### src/rtl/cfg_i2c_pkg.sv
package cfg_i2c_pkg;

  typedef enum logic [2:0] {
    LNK_IDLE,
    LNK_RECV,
    LNK_HOLD,
    LNK_ACK,
    LNK_SKIP
  } link_state_t;

  // Default (power-up) value of control register idx
  function automatic logic [7:0] reg_reset_value(input int idx);
    case (idx)
      0:       return 8'h0C;
      2:       return 8'h7F;
      3:       return 8'hFF;
      default: return 8'h00;
    endcase
  endfunction

endpackage

### src/rtl/cfg_line_sync.sv
module cfg_line_sync #(
  parameter int STAGES = 2
) (
  input  logic clk,
  input  logic rst,
  input  logic line_i,
  output logic level_o,
  output logic rise_o,
  output logic fall_o
);
  logic [STAGES:0] sr;

  always_ff @(posedge clk) begin
    if (rst) sr <= '1;
    else     sr <= {sr[STAGES-1:0], line_i};
  end

  assign level_o = sr[STAGES-1];
  assign rise_o  = sr[STAGES-1] & ~sr[STAGES];
  assign fall_o  = ~sr[STAGES-1] & sr[STAGES];
endmodule

### src/rtl/cfg_wr_fsm.sv
module cfg_wr_fsm
  import cfg_i2c_pkg::*;
#(
  parameter logic [7:0] ADDR_BYTE   = 8'hD2,
  parameter int         DUMMY_BYTES = 2,
  parameter int         MAX_BYTES   = 10,
  parameter int         NUM_REGS    = 8,
  parameter int         IDX_W       = 3
) (
  input  logic             clk,
  input  logic             rst,
  input  logic             enable,
  input  logic             start_det,
  input  logic             stop_det,
  input  logic             scl_rise,
  input  logic             scl_fall,
  input  logic             sda_lvl,
  output logic             sda_oe,
  output logic             wr_en,
  output logic [IDX_W-1:0] wr_idx,
  output logic [7:0]       wr_data
);
  localparam int CNT_W = $clog2(MAX_BYTES + 2);

  link_state_t      state;
  logic [2:0]       bit_cnt;
  logic [CNT_W-1:0] byte_cnt;
  logic [6:0]       shreg;
  logic             ack_q;

  logic [7:0] full_byte;
  logic       accept;
  logic       is_data;
  int         data_off;

  assign full_byte = {shreg, sda_lvl};
  assign data_off  = int'(byte_cnt) - (DUMMY_BYTES + 1);

  always_comb begin
    if (byte_cnt == '0) accept = (full_byte == ADDR_BYTE);
    else                accept = (int'(byte_cnt) <= MAX_BYTES);
    is_data = (data_off >= 0) && (data_off < NUM_REGS);
  end

  always_ff @(posedge clk) begin
    if (rst) begin
      state    <= LNK_IDLE;
      bit_cnt  <= '0;
      byte_cnt <= '0;
      shreg    <= '0;
      ack_q    <= 1'b0;
      sda_oe   <= 1'b0;
      wr_en    <= 1'b0;
      wr_idx   <= '0;
      wr_data  <= '0;
    end else begin
      wr_en <= 1'b0;
      if (!enable) begin
        state  <= LNK_IDLE;
        sda_oe <= 1'b0;
      end else if (start_det) begin
        state    <= LNK_RECV;
        bit_cnt  <= '0;
        byte_cnt <= '0;
        sda_oe   <= 1'b0;
      end else if (stop_det) begin
        state  <= LNK_IDLE;
        sda_oe <= 1'b0;
      end else begin
        case (state)
          LNK_RECV: begin
            if (scl_rise) begin
              shreg   <= full_byte[6:0];
              bit_cnt <= bit_cnt + 3'd1;
              if (bit_cnt == 3'd7) begin
                state <= LNK_HOLD;
                ack_q <= accept;
                if (accept && is_data) begin
                  wr_en   <= 1'b1;
                  wr_idx  <= IDX_W'(data_off);
                  wr_data <= full_byte;
                end
              end
            end
          end
          LNK_HOLD: begin
            if (scl_fall) begin
              if (ack_q) begin
                sda_oe <= 1'b1;
                state  <= LNK_ACK;
              end else begin
                state <= LNK_SKIP;
              end
            end
          end
          LNK_ACK: begin
            if (scl_fall) begin
              sda_oe   <= 1'b0;
              bit_cnt  <= '0;
              byte_cnt <= byte_cnt + 1'b1;
              state    <= LNK_RECV;
            end
          end
          default: ;
        endcase
      end
    end
  end
endmodule

### src/rtl/cfg_reg_bank.sv
module cfg_reg_bank
  import cfg_i2c_pkg::*;
#(
  parameter int NUM_REGS = 8,
  parameter int IDX_W    = 3
) (
  input  logic                  clk,
  input  logic                  rst,
  input  logic                  enable,
  input  logic                  wr_en,
  input  logic [IDX_W-1:0]      wr_idx,
  input  logic [7:0]            wr_data,
  output logic [NUM_REGS*8-1:0] regs_o
);
  for (genvar g = 0; g < NUM_REGS; g++) begin : g_reg
    logic [7:0] q;
    always_ff @(posedge clk) begin
      if (rst)
        q <= reg_reset_value(g);
      else if (wr_en && enable && wr_idx == IDX_W'(g))
        q <= wr_data;
    end
    assign regs_o[g*8 +: 8] = q;
  end
endmodule

### src/rtl/cfg_i2c_wr_slave.sv
module cfg_i2c_wr_slave #(
  parameter logic [7:0] ADDR_BYTE   = 8'hD2,
  parameter int         DUMMY_BYTES = 2,
  parameter int         MAX_BYTES   = 10,
  parameter int         NUM_REGS    = 8,
  parameter int         SYNC_STAGES = 2
) (
  input  logic                  clk,
  input  logic                  rst,
  input  logic                  pwr_dn_n,
  input  logic                  scl_i,
  input  logic                  sda_i,
  output logic                  sda_oe,
  output logic [NUM_REGS*8-1:0] ctrl_regs_o
);
  localparam int IDX_W = (NUM_REGS > 1) ? $clog2(NUM_REGS) : 1;

  logic scl_lvl, scl_rise, scl_fall;
  logic sda_lvl, sda_rise, sda_fall;
  logic start_det, stop_det;
  logic             wr_en;
  logic [IDX_W-1:0] wr_idx;
  logic [7:0]       wr_data;

  cfg_line_sync #(.STAGES(SYNC_STAGES)) u_scl_sync (
    .clk(clk), .rst(rst), .line_i(scl_i),
    .level_o(scl_lvl), .rise_o(scl_rise), .fall_o(scl_fall)
  );

  cfg_line_sync #(.STAGES(SYNC_STAGES)) u_sda_sync (
    .clk(clk), .rst(rst), .line_i(sda_i),
    .level_o(sda_lvl), .rise_o(sda_rise), .fall_o(sda_fall)
  );

  assign start_det = scl_lvl & sda_fall;
  assign stop_det  = scl_lvl & sda_rise;

  cfg_wr_fsm #(
    .ADDR_BYTE(ADDR_BYTE), .DUMMY_BYTES(DUMMY_BYTES), .MAX_BYTES(MAX_BYTES),
    .NUM_REGS(NUM_REGS), .IDX_W(IDX_W)
  ) u_fsm (
    .clk(clk), .rst(rst), .enable(pwr_dn_n),
    .start_det(start_det), .stop_det(stop_det),
    .scl_rise(scl_rise), .scl_fall(scl_fall), .sda_lvl(sda_lvl),
    .sda_oe(sda_oe), .wr_en(wr_en), .wr_idx(wr_idx), .wr_data(wr_data)
  );

  cfg_reg_bank #(.NUM_REGS(NUM_REGS), .IDX_W(IDX_W)) u_bank (
    .clk(clk), .rst(rst), .enable(pwr_dn_n),
    .wr_en(wr_en), .wr_idx(wr_idx), .wr_data(wr_data),
    .regs_o(ctrl_regs_o)
  );
endmodule

### config.mk
export PLATFORM = sky130hd
export DESIGN_NAME = cfg_i2c_wr_slave
export DESIGN_NICKNAME = d
export VERILOG_FILES = /design/src/rtl/cfg_i2c_pkg.sv /design/src/rtl/cfg_line_sync.sv /design/src/rtl/cfg_wr_fsm.sv /design/src/rtl/cfg_reg_bank.sv /design/src/rtl/cfg_i2c_wr_slave.sv
export SDC_FILE = /design/constraint.sdc
export NUM_CORES = 1
export LEC_CHECK = 0
export ABC_AREA = 1
export BUFFER_PORTS_ARGS = -buffer_cell sky130_fd_sc_hd__buf_2
export CAP_MARGIN = 25
export CORE_UTILIZATION = 45
export CTS_BUF_LIST = sky130_fd_sc_hd__clkbuf_4 sky130_fd_sc_hd__clkbuf_8
export DETAILED_ROUTE_END_ITERATION = 8
export GPL_TIMING_DRIVEN = 0
export HOLD_SLACK_MARGIN = 0.05
export PLACE_DENSITY = 0.64
export SYNTH_ARGS = -nofsm -noshare
export SYNTH_HDL_FRONTEND = slang
export SYNTH_SLANG_ARGS = --single-unit
### constraint.sdc
create_clock -name clk -period 1.93 [get_ports clk]
set_input_delay 0.386 -clock clk [delete_from_list [all_inputs] [get_ports clk]]
set_output_delay 0.386 -clock clk [all_outputs]
set_load 0.1 [all_outputs]
* Word level (Yosys, flattened, before mapping)
Cells that the tools add are included.
** Word-level totals
- Bits of input ports :: 5
- Output and inout port bits :: 65
- Logic and storage cells :: 119
- Flip-flop bits (word level) :: 101
** Operators by class
- $add $sub $neg :: 3
- Equal/unequal tests :: 24
- Multiplexer cells :: 23
- $lt $le $gt $ge :: 3
- Bitwise logic cells :: 16
- Reduce and logical (&&, ||, !) cells :: 30
** Operator list (count)
- 32-bit by 1-bit >= comparator with 1-bit output (second input constant) :: 1
- 32-bit by 5-bit less-than comparator with 1-bit output (second input constant) :: 1
- 3-bit two-way mux :: 9
- 5-bit AND reduction :: 4
- 4-bit two-way mux :: 4
- 3-bit equality test (second input constant) :: 5
- 3-bit by 2-bit equality test with 1-bit output (second input constant) :: 4
- 4-bit inequality test (second input constant) :: 3
- 1-bit logical AND :: 11
- 1-bit inverter :: 10
- 3-bit one-hot mux with 3 select lines :: 1
- 8-bit equality test (second input constant) :: 1
- 2-bit inequality test (second input constant) :: 4
- 4-bit AND reduction :: 2
- 1-bit two-way mux :: 7
- 7-bit AND reduction :: 1
- 7-bit OR reduction :: 1
- 1-bit bitwise AND :: 6
- 3-bit by 1-bit equality test with 1-bit output (second input constant) :: 2
- 3-bit inequality test (second input constant) :: 2
- 3-bit one-hot mux with 2 select lines :: 1
- 6-bit AND reduction :: 1
- 2-bit nonzero test :: 3
- 3-bit nonzero test :: 2
- 12 further kinds :: 13

* Longest topological paths before layout
- Word-level depth :: 6
- Mapped depth :: 13
- Depth with buffers taken out :: 12

* Hierarchy
From an unflattened synthesis, not the netlist that was laid out.
** Unflattened totals
- Cells, all modules :: 620
- Area, all modules :: 4409.2 um2
** By module, submodules not included
- cfg_reg_bank :: instances 1, cells an instance 354, sequential area each 1281.2 um2, area each 2562.5 um2
- cfg_wr_fsm :: instances 1, cells an instance 236, sequential area each 620.6 um2, area each 1636.6 um2
- cfg_line_sync :: instances 2, cells an instance 13, sequential area each 60.1 um2, area each 97.6 um2
- cfg_i2c_wr_slave :: instances 1, cells an instance 4, sequential area each 0.0 um2, area each 15.0 um2

* Least setup slack after synthesis
Ideal clock, no wire load.
- Path kind :: flip-flop to flip-flop
- From :: register u_fsm.byte_cnt[0]
- To :: register u_fsm.wr_data[6]
- Slack :: 0.456 ns
- Stages on the path, launching flop included :: 12
- Buffers on the path :: 1
- Data required time :: 1.820 ns
- Arrival :: 1.364 ns
- Clock period less this slack :: 1.474 ns
- Setup time :: 0.110 ns
- Cell sequence :: dfxtp_1 inv_1 ha_1 nand2_1 nor2_1 inv_1 nand2_1 nand2_1 buf_2 nand4_1 nand2_1 nor2_2
** RTL lines
- start, declared :: RTL line cfg_wr_fsm.sv:27 : logic [CNT_W-1:0] byte_cnt;
- start signal, assigned :: RTL line cfg_wr_fsm.sv:100 : byte_cnt <= byte_cnt + 1'b1;
- end signal, assigned :: RTL line cfg_wr_fsm.sv:81 : wr_data <= full_byte;
- end, declared :: RTL line cfg_wr_fsm.sv:21 : output logic [7:0] wr_data

==> flow_summary.html <==
<table>
<tr><th>Metric</th><th>Value</th></tr>
<tr><th colspan="2">Critical path</th></tr>
<tr><td>Beginning of the worst register-to-register path</td><td>u_fsm.byte_cnt[0]</td></tr>
<tr><td>Worst endpoint required time</td><td>around 2.2 ns</td></tr>
<tr><td>Worst reg2reg path depth</td><td>11</td></tr>
<tr><td>Cell family contributing the most delay on the critical path</td><td>simple AND/OR/NAND/NOR gates</td></tr>
<tr><td>Data arrival time at the worst-slack endpoint</td><td>between 1.5 and 2 ns</td></tr>
<tr><td>CP startpoint kind</td><td>flop</td></tr>
<tr><td>Largest stage delay on the critical path</td><td>approximately 0.46 ns</td></tr>
<tr><td>Critical Path Fanout Max</td><td>10</td></tr>
<tr><td>Critical path buffer and inverter count</td><td>3</td></tr>
<tr><td>Critical-path cell list</td><td>inv_1, ha_1, nand2_1, nor2_1, inv_1, nand2_1, nand2_1, buf_2, nand4_1, nand2_1, nor2_1</td></tr>
<tr><td>Worst setup slack for register-to-register paths</td><td>0.22 ns</td></tr>
<tr><td>Worst setup path start</td><td>u_fsm.byte_cnt[0]</td></tr>
<tr><td>Slowest library cell on the worst path</td><td>sky130_fd_sc_hd__dfxtp_1</td></tr>
<tr><td>R2r endpoint</td><td>u_fsm.wr_idx[2]</td></tr>
<tr><td>Dominant cell type by count on the critical path</td><td>sky130_fd_sc_hd__nand2_1</td></tr>
<tr><td>Critical setup path kind</td><td>flop to flop</td></tr>
<tr><td>Critical Path End Type</td><td>flop</td></tr>
<tr><th colspan="2">Floorplanning</th></tr>
<tr><td>Overall die width</td><td>just under 100 um</td></tr>
<tr><td>Vert. Die Dim</td><td>just under 100 um</td></tr>
<tr><td>Core footprint</td><td>0.008382 mm2</td></tr>
<tr><td>Top Ports</td><td>70</td></tr>
<tr><td>Row count</td><td>33</td></tr>
<tr><td>Initial standard-cell utilization of the core</td><td>between 40% and 50%</td></tr>
<tr><td>Die Outline Area</td><td>~0.0092 mm2</td></tr>
<tr><th colspan="2">Power</th></tr>
<tr><td>Fraction of power consumed by the clock network</td><td>36.8%</td></tr>
<tr><td>Internal power</td><td>around 2.6 mW</td></tr>
<tr><td>Peak VDD IR</td><td>0.3896 mV</td></tr>
<tr><td>Switching power share of the total</td><td>24.67%</td></tr>
<tr><td>Leak</td><td>2.133 nW</td></tr>
<tr><td>Logic gate share of total power</td><td>under 10%</td></tr>
<tr><td>Total net switching power</td><td>roughly 0.86 mW</td></tr>
<tr><td>Register share of total power</td><td>between 60% and 70%</td></tr>
<tr><td>Ratio of total power to cell area</td><td>752.1 mW/mm2</td></tr>
<tr><th colspan="2">Detailed routing</th></tr>
<tr><td>Antenna-violating nets left</td><td>0</td></tr>
<tr><td>DRT Pass-1 Iters</td><td>5</td></tr>
<tr><td>Per-cell routed wire length</td><td>roughly 14 um</td></tr>
<tr><td>Total Routed Length</td><td>around 9500 um</td></tr>
<tr><td>DRC violation count after routing</td><td>0</td></tr>
<tr><td>Overall via count from detail_route</td><td>between 3,000 and 4,000</td></tr>
<tr><td>Per-cell via count in the routed design</td><td>between 5 and 6</td></tr>
<tr><td>Iteration-0 DRC Markers</td><td>154</td></tr>
<tr><th colspan="2">Synth</th></tr>
<tr><td>Yosys cell types</td><td>29</td></tr>
<tr><td>Most frequent cells after synthesis</td><td>sky130_fd_sc_hd__dfxtp_1 (101), sky130_fd_sc_hd__nand2_1 (67), sky130_fd_sc_hd__a21oi_1 (64), sky130_fd_sc_hd__o21ai_0 (64)</td></tr>
<tr><td>Most used standard cell by instance count after synthesis</td><td>sky130_fd_sc_hd__dfxtp_1</td></tr>
<tr><td>Adder-cell share of the synthesized area</td><td>around 1.6%</td></tr>
<tr><td>Largest family of logic cells by synthesized area</td><td>compound AO/OA/AOI/OAI gates</td></tr>
<tr><td>Post-synthesis sequential area ratio</td><td>roughly half</td></tr>
<tr><td>Synth Area per Inst</td><td>around 8 um2</td></tr>
<tr><td>Area share of the leading cell type in the synthesized netlist</td><td>50.79%</td></tr>
<tr><td>Mux cell area share after synthesis</td><td>0%</td></tr>
<tr><td>Compound-cell area share of the yosys netlist</td><td>20.02%</td></tr>
<tr><td>Mapped cell area</td><td>0.003981 mm2</td></tr>
<tr><td>Top flip-flop cell by instance count after synthesis</td><td>sky130_fd_sc_hd__dfxtp_1</td></tr>
<tr><td>Number of instances in the synthesized netlist</td><td>slightly below 500</td></tr>
<tr><td>Cell types occupying the most area after synthesis</td><td>sky130_fd_sc_hd__dfxtp_1 (51%), sky130_fd_sc_hd__a21oi_1 (8.0%), sky130_fd_sc_hd__o21ai_0 (8.0%)</td></tr>
<tr><td>Nets in the synthesized netlist</td><td>about 500</td></tr>
<tr><td>Synth area leader</td><td>sky130_fd_sc_hd__dfxtp_1</td></tr>
<tr><td>XOR/XNOR Fraction of Synth Area</td><td>less than 1%</td></tr>
<tr><td>Number of synthesized flops with an enable pin</td><td>0</td></tr>
<tr><td>Async SR Flop Fraction</td><td>0%</td></tr>
<tr><td>Number of warnings reported in the yosys synthesis log</td><td>0</td></tr>
<tr><td>Number of flip-flops and latches in the synthesized netlist</td><td>about 100</td></tr>
<tr><td>Post-synthesis simple-gate area fraction</td><td>between 10% and 20%</td></tr>
<tr><th colspan="2">CTS</th></tr>
<tr><td>Root Driver</td><td>sky130_fd_sc_hd__clkbuf_8</td></tr>
<tr><td>TritonCTS clock tree</td><td>built</td></tr>
<tr><td>Total setup buffers inserted after CTS</td><td>0</td></tr>
<tr><td>Cts bufs inserted</td><td>9</td></tr>
<tr><td>Clock-pin slew of the registers on the worst-case setup and hold paths</td><td>0.10 ns</td></tr>
<tr><td>Max clock buf depth</td><td>2</td></tr>
<tr><td>H-Tree Depth</td><td>3</td></tr>
<tr><td>Clock insertion delay at the later pin of the skew report</td><td>~0.37 ns</td></tr>
<tr><td>Hold-fix buffers at CTS</td><td>0</td></tr>
<tr><td>Resized cells post-CTS</td><td>0</td></tr>
<tr><td>Clk sinks</td><td>slightly above 100</td></tr>
<tr><th colspan="2">Timing</th></tr>
<tr><td>RSZ-0062 raised after global routing</td><td>false</td></tr>
<tr><td>Max Fclk</td><td>583.7 MHz</td></tr>
<tr><td>Number of failing setup endpoints in the final timing report</td><td>0</td></tr>
<tr><td>Max-slew violation total from the final report</td><td>0</td></tr>
<tr><td>Final total negative setup slack</td><td>0 ns</td></tr>
<tr><td>Post-route clock skew</td><td>0.01358 ns</td></tr>
<tr><td>Worst hold slack after final layout</td><td>around 0.2 ns</td></tr>
<tr><td>Share of the cycle needed by the critical path after routing</td><td>88.76%</td></tr>
<tr><td>Worst rel slew slack</td><td>roughly two thirds</td></tr>
<tr><td>Final hold violation count</td><td>0</td></tr>
<tr><td>Shortest period the worst path allows</td><td>between 1.5 and 2 ns</td></tr>
<tr><td>Slew at the pin closest to its max-slew limit</td><td>between 0.5 and 0.6 ns</td></tr>
<tr><th colspan="2">Finish</th></tr>
<tr><td>Post-route design area</td><td>0.004643 mm2</td></tr>
<tr><td>Final Instance Count excl. Fillers</td><td>between 600 and 700</td></tr>
<tr><td>Fraction of final layout cells with drive strength greater than 1</td><td>23.20%</td></tr>
<tr><td># diodes</td><td>0</td></tr>
<tr><td>Filler cell count in the final layout</td><td>816</td></tr>
<tr><td>Area growth from synthesis to final layout</td><td>16.62%</td></tr>
<tr><td>Final net count</td><td>587</td></tr>
<tr><th colspan="2">Worst hold path</th></tr>
<tr><td>WHS Endpoint</td><td>u_sda_sync.sr[0]</td></tr>
<tr><td>Number of instances on the worst hold path</td><td>2</td></tr>
<tr><td>Hold path start</td><td>sda_i</td></tr>
<tr><td>Worst hold path type</td><td>primary input to flop</td></tr>
<tr><th colspan="2">Global routing</th></tr>
<tr><td>Largest net degree at the start of global routing</td><td>19</td></tr>
<tr><td>Antenna violations before repair</td><td>0</td></tr>
<tr><td>Global route total overflow</td><td>0</td></tr>
<tr><td>Global-route wire length before repair</td><td>15,240 um</td></tr>
<tr><td>Total GRT Usage</td><td>21.94%</td></tr>
<tr><td>Number of global-route vias before repair</td><td>~3,100</td></tr>
<tr><th colspan="2">Placed design</th></tr>
<tr><td>Final weighted congestion of routability-driven global placement</td><td>~0.83</td></tr>
<tr><td>Cell area reported after detailed placement</td><td>0.004458 mm2</td></tr>
<tr><td>Cell count after placement</td><td>~670</td></tr>
<tr><td>Half-perimeter wire length after detailed placement</td><td>6706 um</td></tr>
<tr><td>IO buf count</td><td>69</td></tr>
<tr><th colspan="2">Outcome</th></tr>
<tr><td>Run status</td><td>completed</td></tr>
<tr><th colspan="2">Flow run</th></tr>
<tr><td>Max-cap check violation count</td><td>0</td></tr>
</table>
[logic make-up after synthesis]
logic type	Yosys count
adders and majority gates	5
xor gates and xnor gates	1
and+or+nand+nor	162
AOI/OAI and AO/OA	148
buffers and inverters	80
DFF	101
[state kept, by name (all words and copies together) (netlist names)]
name,cells
u_fsm.state,3
u_fsm.byte_cnt,4
u_fsm.bit_cnt,3
u_bank.g.q,64
u_fsm.sda_oe,1
u_fsm.shreg,7
u_fsm.wr_idx,3
u_sda_sync.sr,3
u_fsm.ack_q,1
u_scl_sync.sr,3
u_fsm.wr_data,8
u_fsm.wr_en,1
[worst reg2reg max path, delay by kind of cell (launching register included)]
family / cells / cell delay (ns)
flops: 1 / 0.46
fa+ha+maj: 1 / 0.21
simple gates: 7 / 0.56
buf+inv: 3 / 0.39
[how the worst max path moves through the flow]
stage | to | slack [ns] | depth (start not counted)
3_5_place_dp | u_bank.g_reg[2].q[2] | 0.08 | 5
4_1_cts | u_fsm.wr_idx[2] | 0.23 | 11
6_report | u_fsm.wr_idx[2] | 0.22 | 11
2_1_floorplan | u_fsm.wr_data[6] | 0.46 | 11
5_1_grt | u_fsm.wr_idx[2] | 0.06 | 11
3_3_place_gp | u_bank.g_reg[2].q[4] | 0.09 | 5
[power by group through the flow]
stage | registers [mW] | clock network, mW | logic [mW]
6_report | 2.10 | 1.28 | 0.109
2_1_floorplan | 2.15 | 0 | 0.0786
5_1_grt | 2.10 | 1.39 | 0.124
4_1_cts | 2.10 | 1.30 | 0.109
3_5_place_dp | 2.15 | 0 | 0.109
3_3_place_gp | 2.15 | 0 | 0.107
[routing by layer]
layer / wire length (um) / share of wire, % / track usage (%) / vias up
li1: - / - / - / 1802
met1: 4556 / 48 / 30.44 / 1657
met4: 96 / 1.0 / 6.468 / 0
met2: 4397 / 46 / 34.16 / 80
met3: 476 / 5.0 / 4.660 / 8
met5: 0 / 0 / 0 / -
[placed cells by master (no fill, tap or decap)]
cell	instances
sky130_fd_sc_hd__dfxtp_1	101
sky130_fd_sc_hd__buf_2	77
sky130_fd_sc_hd__nand2_1	67
sky130_fd_sc_hd__o21ai_0	64
sky130_fd_sc_hd__a21oi_1	64
sky130_fd_sc_hd__inv_1	40
sky130_fd_sc_hd__nor2_1	40
sky130_fd_sc_hd__o211ai_1	17
sky130_fd_sc_hd__nand4_1	14
sky130_fd_sc_hd__clkbuf_1	12
sky130_fd_sc_hd__nor2_2	10
sky130_fd_sc_hd__nand2_2	10
sky130_fd_sc_hd__nand3_1	9
sky130_fd_sc_hd__inv_2	9
sky130_fd_sc_hd__clkbuf_8	9
sky130_fd_sc_hd__clkinv_1	8
sky130_fd_sc_hd__or2_2	5
sky130_fd_sc_hd__ha_1	5
sky130_fd_sc_hd__buf_6	2
sky130_fd_sc_hd__nor3_1	2
sky130_fd_sc_hd__clkinv_4	2
sky130_fd_sc_hd__inv_6	2
sky130_fd_sc_hd__nand2_4	1
sky130_fd_sc_hd__nor2_8	1
sky130_fd_sc_hd__a21oi_2	1
sky130_fd_sc_hd__nand3_4	1
sky130_fd_sc_hd__xor2_1	1
sky130_fd_sc_hd__buf_4	1
sky130_fd_sc_hd__a211oi_1	1
sky130_fd_sc_hd__o211ai_2	1
sky130_fd_sc_hd__and2_1	1
sky130_fd_sc_hd__or2_1	1
sky130_fd_sc_hd__inv_8	1
sky130_fd_sc_hd__clkinvlp_4	1
sky130_fd_sc_hd__clkbuf_4	1
[area by class of cell]
type | count | area [um2] | area share, %
buffer | 23 | 115.1 | 2.479
clock buffer | 10 | 131.4 | 2.829
clock inverter | 6 | 53.80 | 1.159
inverter | 57 | 214.0 | 4.608
multi-input combinational | 316 | 1630 | 35.11
sequential | 101 | 2022 | 43.55
tap | 105 | 131.4 | 2.829
timing repair buffer | 69 | 345.3 | 7.437
[stage by stage]
step           total power, mW  setup WS (ns)  utilization (%)
6_report                 3.492         0.2169            55.40
5_1_grt                  3.615        0.06043            55.40
4_1_cts                  3.511         0.2330            55.40
3_5_place_dp             2.256        0.08025            53.19
3_3_place_gp             2.253        0.08889            53.19
2_1_floorplan            2.224         0.4560                -
No activity file was read; power rests on OpenSTA's default activity.
